--- src/rtl/npe_pkg.sv ---
package npe_pkg;

    typedef enum logic [1:0] {
        OPR_MAC = 2'd0,
        OPR_MAX = 2'd1,
        OPR_MIN = 2'd2,
        OPR_ADD = 2'd3
    } opr_e;

    typedef enum logic [1:0] {
        PF_PASS = 2'd0,
        PF_RELU = 2'd1,
        PF_SIG  = 2'd2,
        PF_TANH = 2'd3
    } post_e;

    // Post-function occupies the upper two bits, operator the lower two.
    typedef struct packed {
        post_e post;
        opr_e  opr;
    } opcode_t;

    localparam int NPE_DW = 8;
    localparam int NPE_AW = 24;
    localparam int NPE_OW = 16;
    localparam int NPE_FB = 8;

endpackage

--- src/rtl/npe_combine.sv ---
module npe_combine #(
    parameter int DW = npe_pkg::NPE_DW,
    parameter int AW = npe_pkg::NPE_AW
) (
    input  npe_pkg::opr_e         opr,
    input  logic                  first,
    input  logic signed [DW-1:0]  a,
    input  logic signed [DW-1:0]  b,
    input  logic signed [DW-1:0]  w,
    input  logic signed [AW-1:0]  acc_q,
    output logic signed [AW-1:0]  acc_d
);
    import npe_pkg::*;

    localparam int PW = 2 * DW;

    logic signed [PW-1:0] prod;
    logic signed [DW:0]   pair;
    logic signed [AW-1:0] prod_x, pair_x, a_x, base;

    assign prod   = a * w;
    assign pair   = DW'(a) + DW'(b) + (DW+1)'(0);
    assign prod_x = AW'(prod);
    assign pair_x = AW'(pair);
    assign a_x    = AW'(a);
    assign base   = first ? '0 : acc_q;

    always_comb begin
        case (opr)
            OPR_MAC: acc_d = base + prod_x;
            OPR_ADD: acc_d = base + pair_x;
            OPR_MAX: acc_d = (first || (a_x > acc_q)) ? a_x : acc_q;
            default: acc_d = (first || (a_x < acc_q)) ? a_x : acc_q;
        endcase
    end
endmodule

--- src/rtl/npe_sat.sv ---
module npe_sat #(
    parameter int AW = npe_pkg::NPE_AW,
    parameter int OW = npe_pkg::NPE_OW
) (
    input  logic signed [AW-1:0] x,
    output logic signed [OW-1:0] y
);
    generate
        if (AW > OW) begin : g_clip
            localparam int HW = AW - OW + 1;
            logic [HW-1:0] head;
            logic          fits;
            assign head = x[AW-1:OW-1];
            assign fits = (head == '0) || (head == '1);
            always_comb begin
                if (fits)
                    y = x[OW-1:0];
                else if (x[AW-1])
                    y = {1'b1, {(OW-1){1'b0}}};
                else
                    y = {1'b0, {(OW-1){1'b1}}};
            end
        end else begin : g_wide
            assign y = OW'(x);
        end
    endgenerate
endmodule

--- src/rtl/npe_post.sv ---
module npe_post #(
    parameter int OW = npe_pkg::NPE_OW,
    parameter int FB = npe_pkg::NPE_FB
) (
    input  npe_pkg::post_e        post,
    input  logic signed [OW-1:0]  x,
    output logic signed [OW-1:0]  y
);
    import npe_pkg::*;

    localparam int XW = OW + 2;
    localparam int ONE_I = 1 << FB;
    localparam logic signed [XW-1:0] ONE = XW'(ONE_I);
    localparam logic signed [XW-1:0] BP1 = XW'(ONE_I);
    localparam logic signed [XW-1:0] BP2 = XW'((19 * ONE_I) / 8);
    localparam logic signed [XW-1:0] BP3 = XW'(5 * ONE_I);
    localparam logic signed [XW-1:0] C0  = XW'(ONE_I / 2);
    localparam logic signed [XW-1:0] C1  = XW'((5 * ONE_I) / 8);
    localparam logic signed [XW-1:0] C2  = XW'((27 * ONE_I) / 32);

    function automatic logic signed [XW-1:0] sig_pwl(input logic signed [XW-1:0] v);
        logic signed [XW-1:0] mag;
        logic signed [XW-1:0] pos;
        mag = v[XW-1] ? -v : v;
        if (mag < BP1)
            pos = C0 + (mag >>> 2);
        else if (mag < BP2)
            pos = C1 + (mag >>> 3);
        else if (mag < BP3)
            pos = C2 + (mag >>> 5);
        else
            pos = ONE;
        return v[XW-1] ? (ONE - pos) : pos;
    endfunction

    logic signed [XW-1:0] x_w, x_dbl, sig_v, sig_dbl, tanh_v;

    assign x_w     = XW'(x);
    assign x_dbl   = x_w <<< 1;
    assign sig_v   = sig_pwl(x_w);
    assign sig_dbl = sig_pwl(x_dbl);
    assign tanh_v  = (sig_dbl <<< 1) - ONE;

    always_comb begin
        case (post)
            PF_PASS: y = x;
            PF_RELU: y = x[OW-1] ? '0 : x;
            PF_SIG:  y = OW'(sig_v);
            default: y = OW'(tanh_v);
        endcase
    end
endmodule

--- src/rtl/npe_core.sv ---
module npe_core #(
    parameter int DW = npe_pkg::NPE_DW,
    parameter int AW = npe_pkg::NPE_AW,
    parameter int OW = npe_pkg::NPE_OW,
    parameter int FB = npe_pkg::NPE_FB
) (
    input  logic                 clk,
    input  logic                 rst,
    input  logic                 in_valid,
    input  logic                 in_first,
    input  logic                 in_last,
    input  logic [3:0]           op,
    input  logic signed [DW-1:0] act_a,
    input  logic signed [DW-1:0] act_b,
    input  logic signed [DW-1:0] wgt,
    output logic                 out_valid,
    output logic signed [OW-1:0] result
);
    import npe_pkg::*;

    opcode_t              oc;
    logic signed [AW-1:0] acc_q, acc_d;
    logic signed [OW-1:0] sat_v, post_v;
    logic                 close;

    assign oc    = opcode_t'(op);
    assign close = in_valid && in_last;

    npe_combine #(.DW(DW), .AW(AW)) u_comb (
        .opr   (oc.opr),
        .first (in_first),
        .a     (act_a),
        .b     (act_b),
        .w     (wgt),
        .acc_q (acc_q),
        .acc_d (acc_d)
    );

    npe_sat #(.AW(AW), .OW(OW)) u_sat (
        .x (acc_d),
        .y (sat_v)
    );

    npe_post #(.OW(OW), .FB(FB)) u_post (
        .post (oc.post),
        .x    (sat_v),
        .y    (post_v)
    );

    always_ff @(posedge clk) begin
        if (rst) begin
            acc_q     <= '0;
            out_valid <= 1'b0;
            result    <= '0;
        end else begin
            out_valid <= close;
            if (in_valid)
                acc_q <= acc_d;
            if (close)
                result <= post_v;
        end
    end
endmodule

--- config.mk ---
export PLATFORM = sky130hd
export DESIGN_NAME = npe_core
export DESIGN_NICKNAME = d
export VERILOG_FILES = /design/src/rtl/npe_pkg.sv /design/src/rtl/npe_combine.sv /design/src/rtl/npe_sat.sv /design/src/rtl/npe_post.sv /design/src/rtl/npe_core.sv
export SDC_FILE = /design/constraint.sdc
export NUM_CORES = 1
export LEC_CHECK = 0
export BUFFER_PORTS_ARGS = -buffer_cell sky130_fd_sc_hd__buf_2
export CAP_MARGIN = 10
export CORE_AREA = 10 10 154 156
export CTS_BUF_LIST = sky130_fd_sc_hd__clkbuf_4 sky130_fd_sc_hd__clkbuf_8
export DETAILED_ROUTE_END_ITERATION = 7
export DIE_AREA = 0 0 164 166
export GPL_ROUTABILITY_DRIVEN = 1
export GPL_TIMING_DRIVEN = 0
export PLACE_DENSITY_LB_ADDON = 0.05
export SYNTH_ARGS = -nofsm -noshare
export SYNTH_HDL_FRONTEND = slang
export SYNTH_SLANG_ARGS = --single-unit
--- constraint.sdc ---
create_clock -name clk -period 29 [get_ports clk]
set_input_delay 1.45 -clock clk [delete_from_list [all_inputs] [get_ports clk]]
set_output_delay 1.45 -clock clk [all_outputs]
set_load 0.02 [all_outputs]
==> out/summary.md, run 1 <==
The run finished with clean final reports. Library cell used as clock root buffer: sky130_fd_sc_hd__clkbuf_8. The first global-routing pass estimated 63100 um of wire. The library cell contributing the largest single delay on the critical path is sky130_fd_sc_hd__and2_1. The run gives 32600 um as the HPWL after detailed placement.

Counting flops with an async set or reset pin after synthesis yields a share of 0%. The final design utilization is 62.3%. Critical path data arrival time: 16350 ps. The pre-antenna-repair detailed-routing pass consisted of 7 iterations. The run gives 0 as the total DRC errors in the routed layout.

The most instantiated library cell after synthesis was sky130_fd_sc_hd__inv_1. In this run, CTS created clock tree buffers numbering 5. Summed over its instances, the top area cell type makes up 21.0% of the synthesized netlist area. The count of final max-slew check failures is 0, and the area growth from synthesis to layout is 5.49%. The clock reaches the later pin of the worst-skew pair after 320 ps. The layout cell share with drive strength beyond 1 came out at 9.19%.

The floorplan step defined a die boundary enclosing 27200 um^2. The overall via count from detail_route was 12100. For the core area, the log shows 20700 um^2. In this run the worst path has a maximum fanout of 42. Power spread over the standard cell area amounts to 120 nW/um^2. The share of total power consumed by net switching was 60.9%. The worst min-delay path class is reg2reg. The tools report the count of antenna-violating nets left after detailed routing as 0. The type of the setup path with the least slack is in2reg.

The tools report the post-synth net total as 1801. Static timing analysis puts the maximum clock frequency at 62.1 MHz. The synthesized design contains 41 register bits. TritonCTS built the clock tree. The clock network fraction of total power came out at 2.7%. The largest family of logic cells by synthesized area is adder cells.

Number of antenna violations at the first check in global routing: 0. The synthesized netlist devotes 4.66% of its cell area to XOR and XNOR gates. After routing, the total negative slack on setup checks comes to 0 ps. Post-CTS repair changed the size of 0 cells.

In the synthesized netlist, mux cells make up 1.68% of the area. For this block, the initial DRC count from the detailed router was 1422. Post-CTS timing repair inserted 0 buffers for setup.

Dominant register cell in the synthesized netlist: sky130_fd_sc_hd__dfxtp_1. Hold repair after CTS inserted 0 buffers. Counting every sink on the clock net gives 41. The routed length per placed instance works out to 21.2 um. The clock skew after layout was 7.00 ps; the routed via count divided by cell count was 6.54.

Setup repair after global routing left no endpoint under its margin. From left edge to right edge, the die measures 164 um. The number of buffer cells added on primary ports came out at 46. The share of the clock period used by the worst path after layout is 55.5%, and the initial core utilization is 59.1%. The routed wire length was 39200 um; the count of flip-flops with a built-in enable after synthesis was 0. CTS built an H-tree with a depth of 2. Synthesis produced a netlist whose cell count is 1523.

0 antenna diodes ended up in the layout. The final critical path time including I/O delays and setup works out to 16100 ps. Summing the areas of all and, or, nand and nor instances in the mapped netlist gives 21.3% of the synthesized area. The clock passes through at most 2 buffers. In this run the static leakage power is 5.75 nW. In the final layout, the multi-input gates occupy 10600 um^2. The worst setup path is launched from a primary input.

Total global routing overflow: 0. The leading area contributor after synthesis is sky130_fd_sc_hd__fa_1. At the pin with the least slew margin, the transition time is 1320 ps. Entering global routing, the biggest net connects 43 pins. The switching power came out at 938 uW. The sequential share of power is 5.0%, and the overall global routing resource usage is 28.5%.

The number of violations of the max-capacitance limit was 0; the clock edge transition at the registers on the reported setup and hold paths was 90 ps. The layout has 1894 filler cells. The combined area of all synthesized cells was 12200 um^2; the flip-flop and latch area was 821 um^2. After synthesis, the cell types taking the most area are sky130_fd_sc_hd__fa_1, sky130_fd_sc_hd__ha_1, sky130_fd_sc_hd__dfxtp_1, sky130_fd_sc_hd__inv_1, sky130_fd_sc_hd__nand2_1.

The net count of the finished layout is 1854. The compound-gate portion of the synthesized area was 26.0%; the number of core rows was 53. Critical path endpoint category: a flop. The largest single stage delay on the critical path is 880 ps. Combinational logic burns 92.3% of the power. The floorplan step set the die height to 166 um.

The peak supply drop is 0.0994 mV, and the mean instance size in the synthesized netlist is 8.03 um^2. The required arrival time at the worst endpoint was 29250 ps. Setup violations remaining at the end of the flow were counted as 0.

The total count of hold-check failures in the final report is 0, and the sequential area share after synthesis is 6.71%. The Yosys step of the flow raised 0 warnings. The routability congestion estimate was 1.03; the relative slew slack was 11.8%. For the internal power, the log shows 603 uW.

The run gives 11300 as the number of global-route vias before repair. The adder and majority gate portion of the synthesized area is 32.9%, and the number of distinct library cells after synthesis is 117. The power after layout is 1.54 mW. After synthesis, the most frequently instantiated cells are sky130_fd_sc_hd__inv_1, sky130_fd_sc_hd__nand2_1, sky130_fd_sc_hd__nor2_1.

In this run the count of I/O pins placed on the die edge is 50.
==> logic make-up after synthesis <==
group | after synthesis
compound gates | 433
fa+ha+maj | 245
simple gates | 511
xor+xnor | 65
buf+inv | 208
mux | 20
flops | 41
==> through the flow <==
step,hold slack (ps),area [um^2],cells,setup WS [ps]
after floorplan,450,12200,1523,16410
after global placement,446,12800,1844,12970
after detailed placement,455,12800,1844,12890
after CTS,467,12900,1852,13200
after global routing,484,12900,1852,12040
final,466,12900,1852,12900
==> routing by layer <==
metal	up-vias	track usage, %	wire, um
li1	5562	-	-
met1	5843	44.5	18200
met2	651	40.0	16200
met3	51	4.83	4180
met4	0	5.01	646
met5	-	0	0
==> path summary, 6_finish.rpt <==
kind / start / endpoint / slack (ps) / depth (start not counted)
worst max-delay path: act_a[7] / result[9] / 12900 / 45
worst min-delay path: result[7] / result[7] / 470 / 2
worst max register to register: acc_q[12] / result[9] / 15780 / 44
worst min register to register: result[7] / result[7] / 470 / 2
==> cell type report <==
cell class	count	share of cell area [%]
Buffer	65	2.21
Clock buffer	6	0.640
Clock inverter	2	0.107
Inverter	143	4.16
Multi-Input combinational cell	1274	82.1
Sequential cell	41	6.36
Tap cell	275	2.67
Timing Repair Buffer	46	1.79
==> power groups by stage <==
stage	Sequential [mW]	Clock [mW]	Combinational [mW]
2_1_floorplan	0.0774	0	1.04
3_3_place_gp	0.0769	0	1.37
3_5_place_dp	0.0770	0	1.38
4_1_cts	0.0758	0.0412	1.39
5_1_grt	0.0773	0.0439	1.57
6_report	0.0763	0.0419	1.42
==> sequential cells by signal (all words and copies together), names as in the netlist <==
name / flops
out_valid: 1
acc_q: 24
result: 16
==> cell usage in the layout, fill, tap and decap left out, types with 10 or more instances in the layout <==
cell and n:
sky130_fd_sc_hd__nand4_1 18, sky130_fd_sc_hd__a21oi_1 94, sky130_fd_sc_hd__nand2b_1 10, sky130_fd_sc_hd__and3_1 20
sky130_fd_sc_hd__nand2_1 136, sky130_fd_sc_hd__a31oi_1 21, sky130_fd_sc_hd__o21ai_1 14, sky130_fd_sc_hd__o22ai_1 14
sky130_fd_sc_hd__xor2_1 27, sky130_fd_sc_hd__fa_1 128, sky130_fd_sc_hd__dfxtp_1 41, sky130_fd_sc_hd__nor3_1 32
sky130_fd_sc_hd__clkbuf_1 49, sky130_fd_sc_hd__inv_1 139, sky130_fd_sc_hd__mux2i_1 16, sky130_fd_sc_hd__and2_1 46
sky130_fd_sc_hd__ha_1 117, sky130_fd_sc_hd__a211oi_1 27, sky130_fd_sc_hd__o211ai_1 18, sky130_fd_sc_hd__buf_2 54
sky130_fd_sc_hd__xnor2_1 38, sky130_fd_sc_hd__a21o_1 34, sky130_fd_sc_hd__nand3_1 36, sky130_fd_sc_hd__nor2_1 135
sky130_fd_sc_hd__o21ai_0 58
==> worst max-delay path: cells and delay by family <==
kind,cells,cell delay (ps)
buffers and inverters,11,3970
AOI/OAI and AO/OA,14,3670
adders and majority gates,9,3540
and+or+nand+nor,9,3060
xor gates and xnor gates,2,600
Power figures use the tool's default switching activity.
==> inputs of run 2 (changes only) <==
--- a/config.mk
+++ b/config.mk
@@ -5,12 +5,13 @@
 export SDC_FILE = /design/constraint.sdc
 export NUM_CORES = 1
 export LEC_CHECK = 0
+export ABC_AREA = 1
 export BUFFER_PORTS_ARGS = -buffer_cell sky130_fd_sc_hd__buf_2
 export CAP_MARGIN = 10
-export CORE_AREA = 10 10 154 156
+export CORE_AREA = 10 10 152 154
 export CTS_BUF_LIST = sky130_fd_sc_hd__clkbuf_4 sky130_fd_sc_hd__clkbuf_8
 export DETAILED_ROUTE_END_ITERATION = 7
-export DIE_AREA = 0 0 164 166
+export DIE_AREA = 0 0 162 164
 export GPL_ROUTABILITY_DRIVEN = 1
 export GPL_TIMING_DRIVEN = 0
 export PLACE_DENSITY_LB_ADDON = 0.05
==> constraint.sdc (replaced) <==
create_clock -name clk -period 13.7 [get_ports clk]
set_input_delay 0.685 -clock clk [delete_from_list [all_inputs] [get_ports clk]]
set_output_delay 0.685 -clock clk [all_outputs]
set_load 0.02 [all_outputs]
==> run 2 against run 1 <==
  * First-iteration DRC count down 9.6%
  * Register-to-register slack worse by 12000 ps
  * Worst hold slack better by 3.2 ps
  * Total power up 97%
  * Sequential cell count unchanged
  * Wire length down 4.3%
  * Global-route usage down 0.38 points
  * Die area down 2.4%
  * Synthesized cell count up 16%
  * Area after synthesis down 3.3%
  * Critical path type unchanged
  * Critical endpoint is now result[12]
==> out/summary.md, run 2 <==
The layout cell share with drive strength beyond 1 works out to 8.76% (-0.43 points). The share of total power consumed by net switching works out to 63.2% (+2.3 points). The tools report the number of cells produced by synthesis as 1767 (+16%). The overall global routing resource usage was 28.1% (-0.38 points). The final critical path time including I/O delays and setup works out to 11970 ps. For the number of setup buffers added after CTS, the log shows 0 (unchanged).

In the layout the commonest cells are sky130_fd_sc_hd__nand2_1, sky130_fd_sc_hd__inv_1, sky130_fd_sc_hd__nor2_1. The largest individual stage delay along the critical path comes from the cell sky130_fd_sc_hd__buf_2. The number of violations reported at the end of detailed-routing iteration 0 came out at 1285 (-9.6%).

The run gives 1.00 (-2.3%) as the routability congestion estimate. The count of state elements after synthesis came out at 41 (unchanged). The number of buffer cells added on primary ports works out to 40 (-13%). The number of H-tree levels was 2 (unchanged). The count of flip-flops with a built-in enable after synthesis is 0 (unchanged). The tools report the library cell used as clock root buffer as sky130_fd_sc_hd__clkbuf_8.

The number of diodes added for antenna fixing is 0 (unchanged), and the sequential share of power is 4.9% (about the same). The number of top-level pins is 50 (unchanged). In the post-synthesis netlist, the biggest area contributors are sky130_fd_sc_hd__fa_1, sky130_fd_sc_hd__nand2_1, sky130_fd_sc_hd__ha_1, sky130_fd_sc_hd__inv_1, sky130_fd_sc_hd__dfxtp_1. The tools report the fill cell total of the finished layout as 1984 (+4.8%). Power per unit of standard cell area: 243 nW/um^2 (+100%). The run gives 6.63 nW (+15%) as the leakage power summed over all cells. Final-report setup violation count: 0 (unchanged). The leading area contributor after synthesis was sky130_fd_sc_hd__fa_1.

Setup repair after global routing left no endpoint under its margin. Ranked by flip-flop count, first place goes to acc_q. The library cell used most frequently in the layout, excluding fill and tap cells, is sky130_fd_sc_hd__nand2_1.

For the combined area of all synthesized cells, the log shows 11800 um^2 (-3.3%). For the number of antenna violations at the first check in global routing, the log shows 0 (unchanged). Flip-flop count of the largest register, all copies and words added: 24 (unchanged). The clock skew after layout was 21.0 ps (+14.0 ps). The logs give 6.94% (+0.23 points) for the sequential area share after synthesis and 0 (unchanged) for the total global routing overflow. The dominant register cell in the synthesized netlist was sky130_fd_sc_hd__dfxtp_1.

The clock network fraction of total power was 3.6% (+0.9 points); the share of the clock period used by the worst path after layout was 87.4%. STA classifies the critical path endpoint as a flop. TritonCTS built the clock tree. The path class of the tightest hold or removal check is reg2reg. The run gives 36 (-16%) as the pin count of the biggest net entering global routing.

Counting stages on the worst path, the most repeated cell is sky130_fd_sc_hd__nand2_1. The tools report the sum of negative setup slack as 0 ps (unchanged). Sorting the synthesized cells by how often they occur yields sky130_fd_sc_hd__nand2_1, sky130_fd_sc_hd__inv_1, sky130_fd_sc_hd__nor2_1. The first-pass detailed-route iteration total is 5 (-2), and the die footprint is 26600 um^2 (-2.4%). The tools report the count of antenna-violating nets left after detailed routing as 0 (unchanged). The initial core utilization is 59.0% (-0.092 points), and the post-synth net total is 2045 (+14%). The post-cts sizing count was 0 (unchanged); the peak supply drop was 0.196 mV (+97%). The flow ran to the end, and the final reports show no timing, DRC or antenna violations.

The tools report the count of yosys warnings during synthesis as 0 (unchanged). The tools report the relative slew slack as 28.3% (+16 points). The number of buffers and inverters on the critical path works out to 9 (-2). The fraction of synthesized cell area taken by the top area cell type is 21.7% (+0.71 points), and the routed length per placed instance is 18.0 um (-15%). The mean instance size in the synthesized netlist was 6.69 um^2 (-17%). The most common cell in the synthesized netlist is sky130_fd_sc_hd__nand2_1. The internal power is 1.12 mW (+85%), and the maximum cell stage delay along the critical path is 800 ps (-80 ps).

The tools report the number of violations of the max-capacitance limit as 0 (unchanged). The number of sinks driven by the clock tree came out at 41 (unchanged). The area growth from synthesis to layout came out at 5.52% (about the same). The tools report the number of global-route vias before repair as 11200 (-0.43%). Global-route wire length before repair: 60300 um (-4.5%).

The tools report the required arrival time at the worst endpoint as 13960 ps (-15290 ps). Die boundary height: 164 um (-1.2%). The worst hold margin came out at 469 ps (+3.19 ps). The setup slack after layout is 1730 ps (-11170 ps). The fraction of registers with async set or reset after synthesis came out at 0% (unchanged). The run gives 52 (-1.9%) as the number of core rows. The total count of hold-check failures in the final report came out at 0 (unchanged).

The run gives 12220 ps (-4130 ps) as the critical path data arrival time. In the final layout, the registers with the most flip-flops are acc_q: 24 flops, result: 16 flops, out_valid: 1 flops. The number of buffers added by the clock tree synthesis step was 5 (unchanged); the number of buffers on the longest clock path was 2 (unchanged). The final design utilization came out at 62.3% (-0.074 points). The routed wire length is 37500 um (-4.3%), and the width of the chip is 162 um (-1.2%). The maximum net fanout on the critical path was 35 (-17%). The top cell family by delay on the critical path is adder cells.

The tools report the total DRC errors in the routed layout as 0 (unchanged). The critical path in this run is classified as in2reg. The tools report the count of final max-slew check failures as 0 (unchanged). The run gives 0 (unchanged) as the number of hold buffers added after CTS.

The clock latency on the worst-skew pair is 330 ps (about the same). For the overall via count from detail_route, the log shows 12100 (-0.22%). The worst-case setup slack after placement came out at 1590 ps (-11300 ps).

The routed via count divided by cell count was 5.79 (-11%). For the core area, the log shows 20000 um^2 (-3.1%). The net count of the finished layout is 2092 (+13%), and the number of distinct library cells after synthesis is 54 (-54%). HPWL after detailed placement: 31800 um (-2.4%). Switching power: 1.92 mW (+100%). The logic gate share of total power is 91.5% (-0.8 points). The worst setup path is launched from a primary input. Based on the critical path, the design can be clocked at up to 83.6 MHz. The slew at the pin closest to its max-slew limit came out at 1080 ps (-247 ps). The clock edge transition at the registers on the reported setup and hold paths was 100 ps (about the same).
run 2: path summary, 6_finish.rpt:
check,start,endpoint,slack [ps],cells after the start
worst max register to register,acc_q[6],result[12],3660,58
worst max-delay path,act_a[7],result[12],1730,56
worst min register to register,result[0],result[0],470,2
worst min-delay path,result[0],result[0],470,2
run 2: logic make-up after synthesis:
| logic type | synth area share (%) |
|---|---|
| XOR/XNOR | 1.85 |
| AO/OA/AOI/OAI | 15.1 |
| flip-flops | 6.94 |
| buffers and inverters | 11.0 |
| AND/OR/NAND/NOR | 31.0 |
| adder cells (fa/ha/maj) | 34.1 |
run 2: through the flow:
step           std cells  power (mW)  area, um^2
5_1_grt             2085        3.38       12500
3_3_place_gp        2077        2.82       12400
4_1_cts             2085        2.98       12500
3_5_place_dp        2077        2.85       12400
2_1_floorplan       1767        2.22       11800
6_report            2085        3.04       12500
run 2: area by class of cell:
type	count	area, um^2	area share (%)
clock buffer	5	68.8	0.552
clock inverter	3	46.3	0.371
tap	270	338	2.71
inverter	279	1050	8.41
multi-input combinational	1393	9700	77.7
timing repair buffer	40	200	1.60
sequential	41	821	6.58
buffer	54	255	2.05
run 2: routing by layer:
layer / track usage (%) / wire [um] / vias to the layer above / part of all wire, %
met1: 41.4 / 17300 / 5658 / 46
met2: 40.5 / 15400 / 566 / 41
met5: 0 / 0 / - / 0
met3: 7.51 / 4270 / 38 / 11
met4: 4.88 / 526 / 0 / 1.4
li1: - / - / 5818 / -
run 2: worst reg2reg max path: cells and delay by family, from the launching register on:
kind / cells / cell delay, ps
fa+ha+maj: 10 / 3680
buf+inv: 10 / 1090
simple gates: 33 / 4060
compound gates: 5 / 840
flops: 1 / 320
run 2: power groups by stage:
stage                     clock [mW]  combinational, mW  sequential, mW
final                          0.110               2.78           0.149
after global routing           0.112               3.12           0.151
after CTS                      0.107               2.72           0.148
after detailed placement           0               2.70           0.151
after global placement             0               2.67           0.150
after floorplan                    0               2.06           0.158
